$ cat config.mk
export PLATFORM = sky130hd
export DESIGN_NAME = dma_req_arbiter
export DESIGN_NICKNAME = d
export VERILOG_FILES = /design/src/rtl/dma_arb_pkg.sv /design/src/rtl/dma_arb_pick.sv /design/src/rtl/dma_arb_ptr.sv /design/src/rtl/dma_arb_fsm.sv /design/src/rtl/dma_req_arbiter.sv
export SDC_FILE = /design/constraint.sdc
export NUM_CORES = 1
export LEC_CHECK = 0
export CELL_PAD_IN_SITES_DETAIL_PLACEMENT = 1
export CELL_PAD_IN_SITES_GLOBAL_PLACEMENT = 2
export CORE_MARGIN = 4
export CORE_UTILIZATION = 25
export CTS_CLUSTER_SIZE = 28
export DETAILED_ROUTE_END_ITERATION = 16
export GPL_ROUTABILITY_DRIVEN = 1
export GPL_TIMING_DRIVEN = 1
export MAX_ROUTING_LAYER = met4
export PLACE_DENSITY = 0.78
export SETUP_SLACK_MARGIN = 0.02
export SYNTH_ARGS = -nofsm -noshare
export SYNTH_HDL_FRONTEND = slang
export SYNTH_SLANG_ARGS = --single-unit
export TNS_END_PERCENT = 30
$ cat constraint.sdc
create_clock -name clk_i -period 1.9 [get_ports clk_i]
set_clock_uncertainty 0.1 [all_clocks]
set_input_delay 0.57 -clock clk_i [delete_from_list [all_inputs] [get_ports clk_i]]
set_output_delay 0.57 -clock clk_i [all_outputs]
set_load 0.01 [all_outputs]
$ cat src/rtl/dma_arb_pkg.sv
package dma_arb_pkg;
  typedef enum logic [1:0] {
    ST_IDLE    = 2'd0,
    ST_BUSREQ  = 2'd1,
    ST_XFER    = 2'd2,
    ST_RELEASE = 2'd3
  } arb_state_e;
endpackage

$ cat src/rtl/dma_arb_pick.sv
// Picks the first eligible channel, searching upward from base_i with wrap.
module dma_arb_pick #(
  parameter int NUM_CH = 4,
  localparam int IW = $clog2(NUM_CH)
) (
  input  logic [NUM_CH-1:0] elig_i,
  input  logic [IW-1:0]     base_i,
  output logic [IW-1:0]     win_o,
  output logic              valid_o
);
  always_comb begin
    win_o   = '0;
    valid_o = 1'b0;
    for (int i = 0; i < NUM_CH; i++) begin
      logic [IW-1:0] idx;
      idx = base_i + IW'(i);
      if (!valid_o && elig_i[idx]) begin
        win_o   = idx;
        valid_o = 1'b1;
      end
    end
  end
endmodule

$ cat src/rtl/dma_arb_ptr.sv
// Rotating priority base; reads as 0 in fixed mode.
module dma_arb_ptr #(
  parameter int NUM_CH = 4,
  localparam int IW = $clog2(NUM_CH)
) (
  input  logic          clk_i,
  input  logic          rst_ni,
  input  logic          rotate_i,
  input  logic          finish_i,
  input  logic [IW-1:0] served_i,
  output logic [IW-1:0] base_o
);
  logic [IW-1:0] ptr_q;

  always_ff @(posedge clk_i or negedge rst_ni) begin
    if (!rst_ni)                    ptr_q <= '0;
    else if (finish_i && rotate_i)  ptr_q <= served_i + IW'(1);
  end

  assign base_o = rotate_i ? ptr_q : '0;
endmodule

$ cat src/rtl/dma_arb_fsm.sv
module dma_arb_fsm
  import dma_arb_pkg::*;
(
  input  logic       clk_i,
  input  logic       rst_ni,
  input  logic       any_elig_i,
  input  logic       hlda_i,
  input  logic       done_i,
  output arb_state_e state_o,
  output logic       load_grant_o,
  output logic       finish_o
);
  arb_state_e state_q, state_d;

  assign load_grant_o = (state_q == ST_BUSREQ) && hlda_i && any_elig_i;
  assign finish_o     = (state_q == ST_XFER) && done_i;

  always_comb begin
    state_d = state_q;
    unique case (state_q)
      ST_IDLE:    if (any_elig_i && !hlda_i) state_d = ST_BUSREQ;
      ST_BUSREQ: begin
        if (!any_elig_i)       state_d = ST_RELEASE;
        else if (hlda_i)       state_d = ST_XFER;
      end
      ST_XFER:    if (done_i)  state_d = ST_BUSREQ;
      ST_RELEASE: if (!hlda_i) state_d = ST_IDLE;
      default:                 state_d = ST_IDLE;
    endcase
  end

  always_ff @(posedge clk_i or negedge rst_ni) begin
    if (!rst_ni) state_q <= ST_IDLE;
    else         state_q <= state_d;
  end

  assign state_o = state_q;
endmodule

$ cat src/rtl/dma_req_arbiter.sv
module dma_req_arbiter
  import dma_arb_pkg::*;
#(
  parameter int NUM_CH = 4,
  localparam int IW = $clog2(NUM_CH)
) (
  input  logic              clk_i,
  input  logic              rst_ni,
  input  logic [NUM_CH-1:0] req_i,
  input  logic [NUM_CH-1:0] chan_en_i,
  input  logic              rotate_i,
  input  logic              hlda_i,
  input  logic              done_i,
  output logic              hold_o,
  output logic [NUM_CH-1:0] ack_no
);
  logic [NUM_CH-1:0] elig;
  logic [IW-1:0]     base, win, grant_q;
  logic              win_vld, load_grant, finish;
  arb_state_e        state;

  assign elig = req_i & chan_en_i;

  dma_arb_fsm u_fsm (
    .clk_i        (clk_i),
    .rst_ni       (rst_ni),
    .any_elig_i   (|elig),
    .hlda_i       (hlda_i),
    .done_i       (done_i),
    .state_o      (state),
    .load_grant_o (load_grant),
    .finish_o     (finish)
  );

  dma_arb_ptr #(.NUM_CH(NUM_CH)) u_ptr (
    .clk_i    (clk_i),
    .rst_ni   (rst_ni),
    .rotate_i (rotate_i),
    .finish_i (finish),
    .served_i (grant_q),
    .base_o   (base)
  );

  dma_arb_pick #(.NUM_CH(NUM_CH)) u_pick (
    .elig_i  (elig),
    .base_i  (base),
    .win_o   (win),
    .valid_o (win_vld)
  );

  // Grant index frozen for the whole transfer
  always_ff @(posedge clk_i or negedge rst_ni) begin
    if (!rst_ni)                     grant_q <= '0;
    else if (load_grant && win_vld)  grant_q <= win;
  end

  assign hold_o = (state == ST_BUSREQ) || (state == ST_XFER);

  for (genvar c = 0; c < NUM_CH; c++) begin : g_ack
    assign ack_no[c] = !((state == ST_XFER) && hlda_i && (grant_q == IW'(c)));
  end
endmodule

# [After elaboration in Yosys (flattened, before gate mapping)]
# Index checks and enable logic that the tools add are counted.
[totals] reg_bits=6 input_bits=13 output_inout_bits=5 elab_cells=72
[op_classes] addsub=4 order_cmp=4 n_eq_ne=10 mux=23 bitwise=1 n_reduce_logical=27
[ops] operator="2-to-1 mux 2 bit" count=10
[ops] operator="logical AND 1 bit" count=14
[ops] operator="less-than comparator 2 x 3 -> 1 bit, second input constant" count=4
[ops] operator="binary-select mux 1 bit (select 2 bit)" count=4
[ops] operator="== test 2 bit, second input constant" count=4
[ops] operator="zero test 1 bit" count=8
[ops] operator="2-to-1 mux 1 bit" count=8
[ops] operator="case mux 2 bit (4 select lines)" count=1
[ops] operator="adder 2 x 1 -> 2 bit, second input constant" count=2
[ops] operator="adder 2 bit, second input constant" count=2
[ops] operator="AND 4 bit" count=1
[ops] operator="== test 2 x 1 -> 1 bit, second input constant" count=2
[ops] operator="zero test 2 bit" count=2
[ops] operator="!= test 2 bit, second input constant" count=2
[ops] operator="AND reduction 4 bit" count=1
[ops] operator="OR reduction 4 bit" count=1
[ops] operator="!= test 3 bit, second input constant" count=1
[ops] operator="!= test 2 x 1 -> 1 bit, second input constant" count=1
[ops] operator="logical OR 1 bit" count=1

# [Longest topological paths before layout]
# Gate-level depths: netlist of the first run.
[logic_depth] depth_word=14 ltp_mapped=6 mapped_depth_nobuf=6

# [Cells and area by module]
# From an unflattened synthesis of the first run, not the netlist that was laid out.
[hier_totals] cells_unflattened=54 area_unflattened_um2=473.0
[by_module_without_submodules] module="dma_req_arbiter" instances=1 cells_per_inst=18 area_per_inst_um2=168.9 seq_area_each_um2=50.0
[by_module_without_submodules] module="dma_arb_fsm" instances=1 cells_per_inst=12 area_per_inst_um2=123.9 seq_area_each_um2=50.0
[by_module_without_submodules] module="dma_arb_ptr" instances=1 cells_per_inst=9 area_per_inst_um2=102.6 seq_area_each_um2=50.0
[by_module_without_submodules] module="dma_arb_pick" instances=1 cells_per_inst=15 area_per_inst_um2=77.6 seq_area_each_um2=0.0

# [Worst setup path before layout of the first run]
# Ideal clock, no wire load.
[synth_timing] path_type="in2reg" startpoint="input port req_i[2]" endpoint="register u_fsm.state_q[1] (netlist: u_fsm.state_o[1])" setup_ns=0.127 arrival_time_ns=1.504 t_required_ns=1.673 path_slack_ns=0.169 stages=5 n_path_buf=0 path_cell_list="a22o_2 -> and3b_1 -> o31ai_2 -> nand4_1 -> mux2_1"
[synth_between] elab_chain_len=5 elab_cells_between_ends=8 classes_between="2 x eq/ne; 2 x mux; 1 x bitwise; 3 x reduce/logical"
[synth_lines] item="from (decl)" line="dma_req_arbiter.sv:9" rtl="input logic [NUM_CH-1:0] req_i,"
[synth_lines] item="AND 4 bit *" line="dma_req_arbiter.sv:22" rtl="assign elig = req_i & chan_en_i;"
[synth_lines] item="OR reduction 4 bit *" line="dma_req_arbiter.sv:27" rtl=".any_elig_i (|elig),"
[synth_lines] item="logical AND 1 bit" line="dma_arb_fsm.sv:21" rtl="ST_IDLE: if (any_elig_i && !hlda_i) state_d = ST_BUSREQ;"
[synth_lines] item="!= test 2 x 1 -> 1 bit (no source line)"
[synth_lines] item="AND reduction 4 bit (no source line)"
[synth_lines] item="to (signal assigned)" line="dma_arb_fsm.sv:34" rtl="else state_q <= state_d;"
[synth_lines] item="to (decl)" line="dma_arb_fsm.sv:13" rtl="arb_state_e state_q, state_d;"
# Mark *: on every way between the ends. The rest lies on a longest branch, timed or not.
# A chain may end at the register's enable or synchronous reset.

# [Worst setup path after layout of the first run]
[layout_timing] startpoint="register u_fsm.state_q[1] (netlist: u_fsm.state_o[1])" endpoint="output port hold_o"
[layout_between] elab_chain_len=2 elab_cells_between_ends=3 classes_between="2 x eq/ne; 1 x reduce/logical"
[layout_lines] item="== test 2 x 1 -> 1 bit or == test 2 bit (tied branches)" line="dma_req_arbiter.sv:57" rtl="assign hold_o = (state == ST_BUSREQ) || (state == ST_XFER);"
[layout_lines] item="logical OR 1 bit *" line="dma_req_arbiter.sv:57"
[layout_lines] item="to (decl)" line="dma_req_arbiter.sv:14" rtl="output logic hold_o,"
# Marked as above.

==> results.toml, run 1 <==
[global_route]
antenna_found_initial = 0
grt_max_degree = 9
grt_use_total_pct = 12.9
grt_pass1_wl_um = 3080
grt.overflow.total = 0
grt_pass1_vias = 712

[synthesis]
yosysSeqAreaShare_pct = 26.4
ys_types = 26
synth_top_area_share_pct = 26.4
synth_cells = 69
syn_nets = 91
syn_area_um2 = 568
ys_seq_elements = 6
yosys.area.top_type = "dfrtp_1"
netlist_top_cells_area = "dfrtp_1 (26%), ha_1 (20%), nand3_1 (8.8%), nand2_1 (7.3%), a31oi_1 (3.3%)"
syn_area_per_cell_um2 = 8.23
yosysWarnings = 0

[clock_network]
root_buffer = "clkbuf_4"
h-tree-depth = 1
cts_buffer_depth = 2
worstSkewPairLatency_ns = 0.25
numCtsBuffers = 3
cts_hold_buf = 0
clkTransAtPathRegs_ns = 0.04
clock_sinks = 6
cts_tree = "yes"

[sta]
hold_viol = 0
report.final.slew_viol_count = 0
tightestPinTransition_ns = 0.283
rsz0062_at_grt = "true"
setup_viol_count_final = 0
fin_crit_sh_pct = 97.6
max_slew_margin_pct = 81.1
max_freq_mhz = 539
layout_min_cycle_time_ns = 1.86

[outcome]
outcome = "finished, final reports clean"

[min_path]
hold_class = "in2async"

[placement]
dp_hpwl_um = 1500
dp_cells = 131
portBuffers = 17
globalplace.congestion = 0.777

[die]
rows = 16
num_io_pins = 18
dieArea_um2 = 3100
fp.dieH_um = 55.7
die_w_um = 55.7
core_area_um2 = 2060
initial_core_util_pct = 27.5

[final_layout]
diodes = 0
layout.cells.non_filler = 138
num-nets-final = 135
layout_commonest_cell = "buf_4"
synthToLayoutAreaGrowth_pct = 65.2
nFillCells = 267
drive_above_1_share_pct = 32.4
layout_common_cells = "buf_4 (23), nand2_1 (11), nand3_1 (10)"

[detailed_routing]
drt_iter0_markers = 5
wire_per_inst_um = 13.6
wl_um = 1870
drtAntennaViolNets = 0
drc = 0
drtPass1Iterations = 4
avgViaCountPerCell = 4.83
routed-via-count = 667

[worst_setup_path]
worstPathMaxFanout = 3
path_class = "reg2out"
worstPathRequired_ns = 1.23
endpoint_kind = "output pin"
worstPathArrival_ns = 1.19
worstSetupStartpointType = "flop"

[power_and_ir_drop]
finalPower_uw = 1050
peakVddDrop_uv = 413
power_density_nw_per_um2 = 1110
p_leak_uw = 0.000461

[flow_run]
max_cap_viol_count = 0
==> cell usage after synthesis (all sizes together) <==
master   n
nand2   11
nand3   10
ha       9
dfrtp    6
inv      4
a31oi    3
nand4    3
nor3     3
a21oi    2
mux2     2
nor2     2
o21ai    2
a21o     1
a22o     1
a22oi    1
a31o     1
a41oi    1
and3b    1
clkbuf   1
nand2b   1
nand3b   1
nor3b    1
o31ai    1
or4      1
==> layer usage <==
layer | vias to the layer above | GRT usage [%] | wire length (um)
met3 | 2 | 1.86 | 94
met4 | 0 | 6.25 | 21
met5 | - | - | 0
li1 | 339 | - | -
met2 | 21 | 23.8 | 1010
met1 | 305 | 13.3 | 747
==> area by class of cell <==
type | instances | area [um2] | share of cell area (%)
flip-flops and latches | 6 | 150 | 16.0
multi-input cells | 58 | 405 | 43.2
well taps | 27 | 33.8 | 3.60
inverters | 4 | 15.0 | 1.60
repair buffers | 40 | 312 | 33.2
clock buffers | 3 | 22.5 | 2.40
==> repair_timing <==
item / in CTS / in global routing
buffers inserted: 3 / 1
endpoints found under the setup margin: 8 / 4
resized for setup: 29 / 0
pin swaps: 6 / 2
==> sequential cells by signal (all words and copies together), names as in the netlist <==
signal         count
u_ptr.ptr_q        2
u_fsm.state_o      2
grant_q            2
==> worst paths after layout <==
| kind | startpoint | to | slack (ns) | cells past startpoint |
|---|---|---|---|---|
| max | u_fsm.state_o[1] | hold_o | 0.04 | 3 |
| min | rst_ni | u_ptr.ptr_q[1] | 0.47 | 1 |
| max reg2reg | u_fsm.state_o[1] | u_fsm.state_o[1] | 0.12 | 6 |
| min reg2reg | u_ptr.ptr_q[0] | u_ptr.ptr_q[0] | 0.55 | 2 |
| max in group asynchronous | rst_ni | u_fsm.state_o[1] | 1.01 | 1 |
| min in group clk_i | u_ptr.ptr_q[0] | u_ptr.ptr_q[0] | 0.55 | 2 |
==> critical path, stage by stage, from the launching register on <==
cell,delay [ns]
dfrtp_1,0.37
inv_1,0.07
ha_1,0.27
clkdlybuf4s15_1,0.23
==> stage by stage <==
| step | hold slack [ns] | setup TNS (ns) | util, % | worst slack (ns) | area (um2) |
|---|---|---|---|---|---|
| 6_report | 0.467 | 0 | 45.5 | 0.0449 | 938 |
| 4_1_cts | 0.474 | 0 | 45.1 | 0.0269 | 931 |
| 3_3_place_gp | 0.483 | -2.78 | 44.2 | -0.476 | 911 |
| 5_1_grt | 0.498 | 0 | 45.5 | 0.000596 | 938 |
| 3_5_place_dp | 0.489 | -3.03 | 44.2 | -0.523 | 911 |
| 2_1_floorplan | 0.174 | 0 | - | 0.169 | 568 |
==> where the power goes <==
group	switching [uW]	total, uW	internal, uW
Clock	47.5	119	71.5
Sequential	78.6	270	191
Combinational	303	657	354
==> kinds of logic after synthesis <==
family / count (synthesis) / share of synthesized area (%)
flops: 6 / 26.4
compound gates: 13 / 16.5
buf+inv: 5 / 3.30
fa+ha+maj: 9 / 19.8
mux: 2 / 3.96
simple gates: 34 / 30.0
Power figures use the tool's default switching activity.
==> run 2: changes to the inputs <==
--- a/config.mk
+++ b/config.mk
@@ -14,7 +14,7 @@
 export GPL_ROUTABILITY_DRIVEN = 1
 export GPL_TIMING_DRIVEN = 1
 export MAX_ROUTING_LAYER = met4
-export PLACE_DENSITY = 0.78
+export PLACE_DENSITY = 0.73
 export SETUP_SLACK_MARGIN = 0.02
 export SYNTH_ARGS = -nofsm -noshare
 export SYNTH_HDL_FRONTEND = slang
==> run 2 against run 1 <==
Routed wire length decreased by 2.8%. Largest cell class unchanged. Flip-flop and latch count stayed put. Non-clock buffer count stayed put. Sequential share of layout area shrank 0.62 points. Cell count unchanged. Critical path depth up 2. Final area is 4.0% higher. Register-to-register slack worse by 0.02 ns. Die area did not move.
==> results.toml, run 2 (synthesis results as in run 1) <==
[outcome]
outcome = "finished, final reports clean"

[placement]
globalplace.congestion = 0.734
portBuffers = 17
dp_hpwl_um = 1440
dp_cells = 131

[worst_setup_path]
worstPathArrival_ns = 1.18
worstSetupStartpointType = "flop"
worstPathRequired_ns = 1.23
worstPathMaxFanout = 3
path_class = "reg2out"
endpoint_kind = "output pin"

[die]
initial_core_util_pct = 27.5
num_io_pins = 18
core_area_um2 = 2060
rows = 16
die_w_um = 55.7
fp.dieH_um = 55.7
dieArea_um2 = 3100

[detailed_routing]
routed-via-count = 684
drt_iter0_markers = 11
drtAntennaViolNets = 0
drc = 0
wire_per_inst_um = 13.2
avgViaCountPerCell = 4.96
wl_um = 1820
drtPass1Iterations = 4

[final_layout]
num-nets-final = 135
layout_common_cells = "buf_4 (21), nand2_1 (11), nand3_1 (9)"
finalCoreUtilization_pct = 47.3
multi_input_area_um2 = 433
layout.cells.non_filler = 138
drive_above_1_share_pct = 36.9
nFillCells = 260
seq_area_um2 = 150
diodes = 0
layout_commonest_cell = "buf_4"
synthToLayoutAreaGrowth_pct = 71.8

[clock_network]
clkTransAtPathRegs_ns = 0.05
worstSkewPairLatency_ns = 0.25
cts_hold_buf = 0
cts_tree = "yes"
cts_buffer_depth = 2
clock_sinks = 6
root_buffer = "clkbuf_4"
h-tree-depth = 1
numCtsBuffers = 3

[global_route]
grt_max_degree = 9
antenna_found_initial = 0
grt.overflow.total = 0
grt_pass1_wl_um = 3000
grt_use_total_pct = 12.8
grt_pass1_vias = 709

[flow_run]
max_cap_viol_count = 0

[sta]
tightestPinTransition_ns = 0.291
max_freq_mhz = 539
max_slew_margin_pct = 80.5
hold_slack_ns = 0.472
hold_viol = 0
fin_crit_sh_pct = 97.6
report.final.slew_viol_count = 0
rsz0062_at_grt = "true"
setup_viol_count_final = 0
layout_min_cycle_time_ns = 1.85

[power_and_ir_drop]
power_density_nw_per_um2 = 1110
p_leak_uw = 0.000467
peakVddDrop_uv = 473

[min_path]
hold_class = "in2async"
run 2: changes by cell type in the layout (fill, tap and decap cells not counted), moves of 2 or more:
cell / delta
ha_4: +2
clkbuf_2: +2
inv_1: -2
buf_6: +3
buf_4: -2
buf_2: -2
inv_2: +2
run 2: power by group:
group	leakage, uW	internal, uW	switching, uW
Sequential	0.0000714	191	82.0
Combinational	0.000382	377	315
Clock	0.0000138	71.4	45.1
Total	0.000467	640	442
run 2: worst paths after layout:
path | startpoint | to | slack (ns) | depth (start not counted)
hold reg to reg | u_ptr.ptr_q[0] | u_ptr.ptr_q[0] | 0.51 | 2
hold / removal | rst_ni | u_ptr.ptr_q[1] | 0.47 | 1
max in group asynchronous | rst_ni | u_fsm.state_o[1] | 1.00 | 1
setup / recovery | grant_q[0] | ack_no[3] | 0.05 | 5
setup reg to reg | u_fsm.state_o[1] | u_fsm.state_o[1] | 0.10 | 6
min in group clk_i | u_ptr.ptr_q[0] | u_ptr.ptr_q[0] | 0.51 | 2
run 2: repair_timing:
action	CTS	global route
buffers inserted	4	0
pin swaps	6	2
endpoints found under the setup margin	7	5
gates resized for setup	32	7
run 2: critical path, cell delays in order, from the launching register on:
cell,delay (ns)
dfrtp_1,0.38
buf_6,0.13
buf_6,0.11
ha_4,0.15
nand3_2,0.07
buf_6,0.10
run 2: routing by layer:
metal / vias to the layer above / wire [um] / track usage, %
met1: 317 / 757 / 12.5
met3: 4 / 92 / 2.78
li1: 340 / - / -
met4: 0 / 25 / 7.99
met2: 23 / 946 / 23.0
met5: - / 0 / -
run 2: stage by stage:
step,cell area (um2),total power [uW],setup TNS [ns],setup WS (ns)
5_1_grt,976,1190,-0.0153,-0.00834
3_3_place_gp,911,848,-2.92,-0.502
4_1_cts,967,1070,-0.0410,-0.0218
2_1_floorplan,568,583,0,0.169
3_5_place_dp,911,870,-3.07,-0.520
6_report,976,1080,0,0.0456
run 2: final cells by class:
class                   instances  area share (%)
inverters                       4            1.54
well taps                      27            3.46
clock buffers                   3            2.31
repair buffers                 40            32.9
multi-input cells              58            44.4
flip-flops and latches          6            15.4
==> run 3: changes to the inputs <==
--- a/config.mk
+++ b/config.mk
@@ -8,13 +8,16 @@
 export CELL_PAD_IN_SITES_DETAIL_PLACEMENT = 1
 export CELL_PAD_IN_SITES_GLOBAL_PLACEMENT = 2
 export CORE_MARGIN = 4
-export CORE_UTILIZATION = 25
+export CORE_UTILIZATION = 35
+export CTS_BUF_LIST = sky130_fd_sc_hd__clkbuf_4 sky130_fd_sc_hd__clkbuf_8
 export CTS_CLUSTER_SIZE = 28
 export DETAILED_ROUTE_END_ITERATION = 16
+export DONT_BUFFER_PORTS = 1
 export GPL_ROUTABILITY_DRIVEN = 1
 export GPL_TIMING_DRIVEN = 1
+export HOLD_SLACK_MARGIN = 0.08
 export MAX_ROUTING_LAYER = met4
-export PLACE_DENSITY = 0.73
+export PLACE_DENSITY = 0.74
 export SETUP_SLACK_MARGIN = 0.02
 export SYNTH_ARGS = -nofsm -noshare
 export SYNTH_HDL_FRONTEND = slang
==> run 3 against run 2 <==
First-iteration DRC count fell by 9.1%. Via count fell by 22%. Cell count fell by 35%. Power fell by 23%. Combinational power fell by 38%. Sequential share of layout area rose by 7.9 points. Critical path depth fell by 3. Worst setup slack improved by 0.068 ns. Register-to-register slack improved by 0.08 ns. Largest cell class unchanged.
==> results.toml, run 3 (synthesis results as in run 1) <==
[outcome]
outcome = "finished, final reports clean"

[sta]
report.final.slew_viol_count = 0
max_slew_margin_pct = 81.7
hold_viol = 0
setup-tns-final_ns = 0
setup_viol_count_final = 0
max_freq_mhz = 560
fin_crit_sh_pct = 94.0
hold_slack_ns = 0.354
layout_min_cycle_time_ns = 1.79
tightestPinTransition_ns = 0.274
rsz0062_at_grt = "false"

[die]
dieArea_um2 = 2330
fp.dieH_um = 48.3
rows = 14
die_w_um = 48.3
num_io_pins = 18
initial_core_util_pct = 37.3
core_area_um2 = 1520

[final_layout]
layout_commonest_cell = "nand2_1"
nFillCells = 192
diodes = 0
synthToLayoutAreaGrowth_pct = 13.4
layout_common_cells = "nand2_1 (11), nand3_1 (10), ha_1 (8)"
num-nets-final = 98
drive_above_1_share_pct = 14.9
layout.cells.non_filler = 90

[worst_setup_path]
worstPathMaxFanout = 4
worstSetupStartpointType = "flop"
endpoint_kind = "output pin"
path_class = "reg2out"
crit_slowest_cell = "dfrtp_1"
worstPathRequired_ns = 1.23
worstPathArrival_ns = 1.12
path_cells = "inv_1 -> ha_1"
max_stage_delay_ns = 0.43

[power_and_ir_drop]
peakVddDrop_uv = 681
power_density_nw_per_um2 = 1290
p_leak_uw = 0.000289
finalPower_uw = 831

[placement]
dp_hpwl_um = 1120
dp_cells = 86
globalplace.congestion = 0.736
portBuffers = 0

[clock_network]
worstSkewPairLatency_ns = 0.25
h-tree-depth = 1
clock_sinks = 6
clkTransAtPathRegs_ns = 0.04
cts_buffer_depth = 2
root_buffer = "clkbuf_4"
post_cts.repair.setup_buffers = 0
numCtsBuffers = 3
cts_tree = "yes"

[global_route]
grt_pass1_vias = 498
grt.overflow.total = 0
grt_pass1_wl_um = 2250
antenna_found_initial = 0
grt_use_total_pct = 14.8
grt_max_degree = 13

[detailed_routing]
wire_per_inst_um = 15.3
drc = 0
drtAntennaViolNets = 0
routed-via-count = 534
avgViaCountPerCell = 5.93
wl_um = 1370
drt_iter0_markers = 10
drtPass1Iterations = 4

[min_path]
hold_class = "in2reg"

[flow_run]
max_cap_viol_count = 0
## run 3: cell types whose count changed in the layout (fill, tap and decap cells not counted), moves of 2 or more
cell	change
buf_2	-2
buf_4	-19
dlygate4sd2_1	-8
buf_6	-3
clkdlybuf4s50_1	-3
clkbuf_2	-2
## run 3: power by group
part | total, uW | switching, uW | internal (uW)
logic | 427 | 225 | 202
clock network | 117 | 46.0 | 71.4
registers | 287 | 96.0 | 191
total | 831 | 367 | 464
## run 3: final timing paths
check	endpoint	cells after the start	slack, ns	startpoint
hold reg to reg	u_ptr.ptr_q[0]	1	0.46	grant_q[0]
setup reg to reg	u_fsm.state_o[1]	5	0.18	u_fsm.state_o[1]
hold / removal	grant_q[1]	1	0.35	hlda_i
min in group asynchronous	u_fsm.state_o[0]	1	0.53	rst_ni
max in group asynchronous	u_ptr.ptr_q[0]	1	0.95	rst_ni
setup / recovery	hold_o	2	0.11	u_fsm.state_o[1]
## run 3: final cells by class
type                       instances  area (um2)  share of cell area, %
tap                               16        20.0                   3.11
inverter                           4        15.0                   2.33
sequential                         6         150                   23.3
clock buffer                       3        22.5                   3.50
multi-input combinational         58         412                   63.9
timing repair buffer               3        25.0                   3.88
## run 3: critical path: cells and delay by family, from the launching register on
kind | cells | cell delay (ns)
DFF | 1 | 0.43
buffers and inverters | 1 | 0.11
adders and majority gates | 1 | 0.33
## run 3: routing by layer
layer / vias up / track usage (%) / wire, um
met2: 7 / 21.9 / 660
met1: 257 / 18.0 / 644
li1: 266 / - / -
met3: 4 / 6.27 / 52
met5: - / - / 0
met4: 0 / 4.84 / 16
## run 3: through the flow
step                area [um2]  utilization (%)  setup slack [ns]
finish                     644             42.3             0.114
global route               644             42.3            0.0249
CTS                        634             41.6            0.0337
detailed placement         599             39.3            0.0797
global placement           599             39.3             0.105
floorplan                  568                -             0.169
## run 3: repair_timing
| item | in CTS | in global routing |
|---|---|---|
| hold endpoints to repair | 6 | 0 |
| endpoints found under the setup margin | 4 | 4 |
| gates resized for setup | 1 | 2 |
| hold buffers | 1 | 0 |
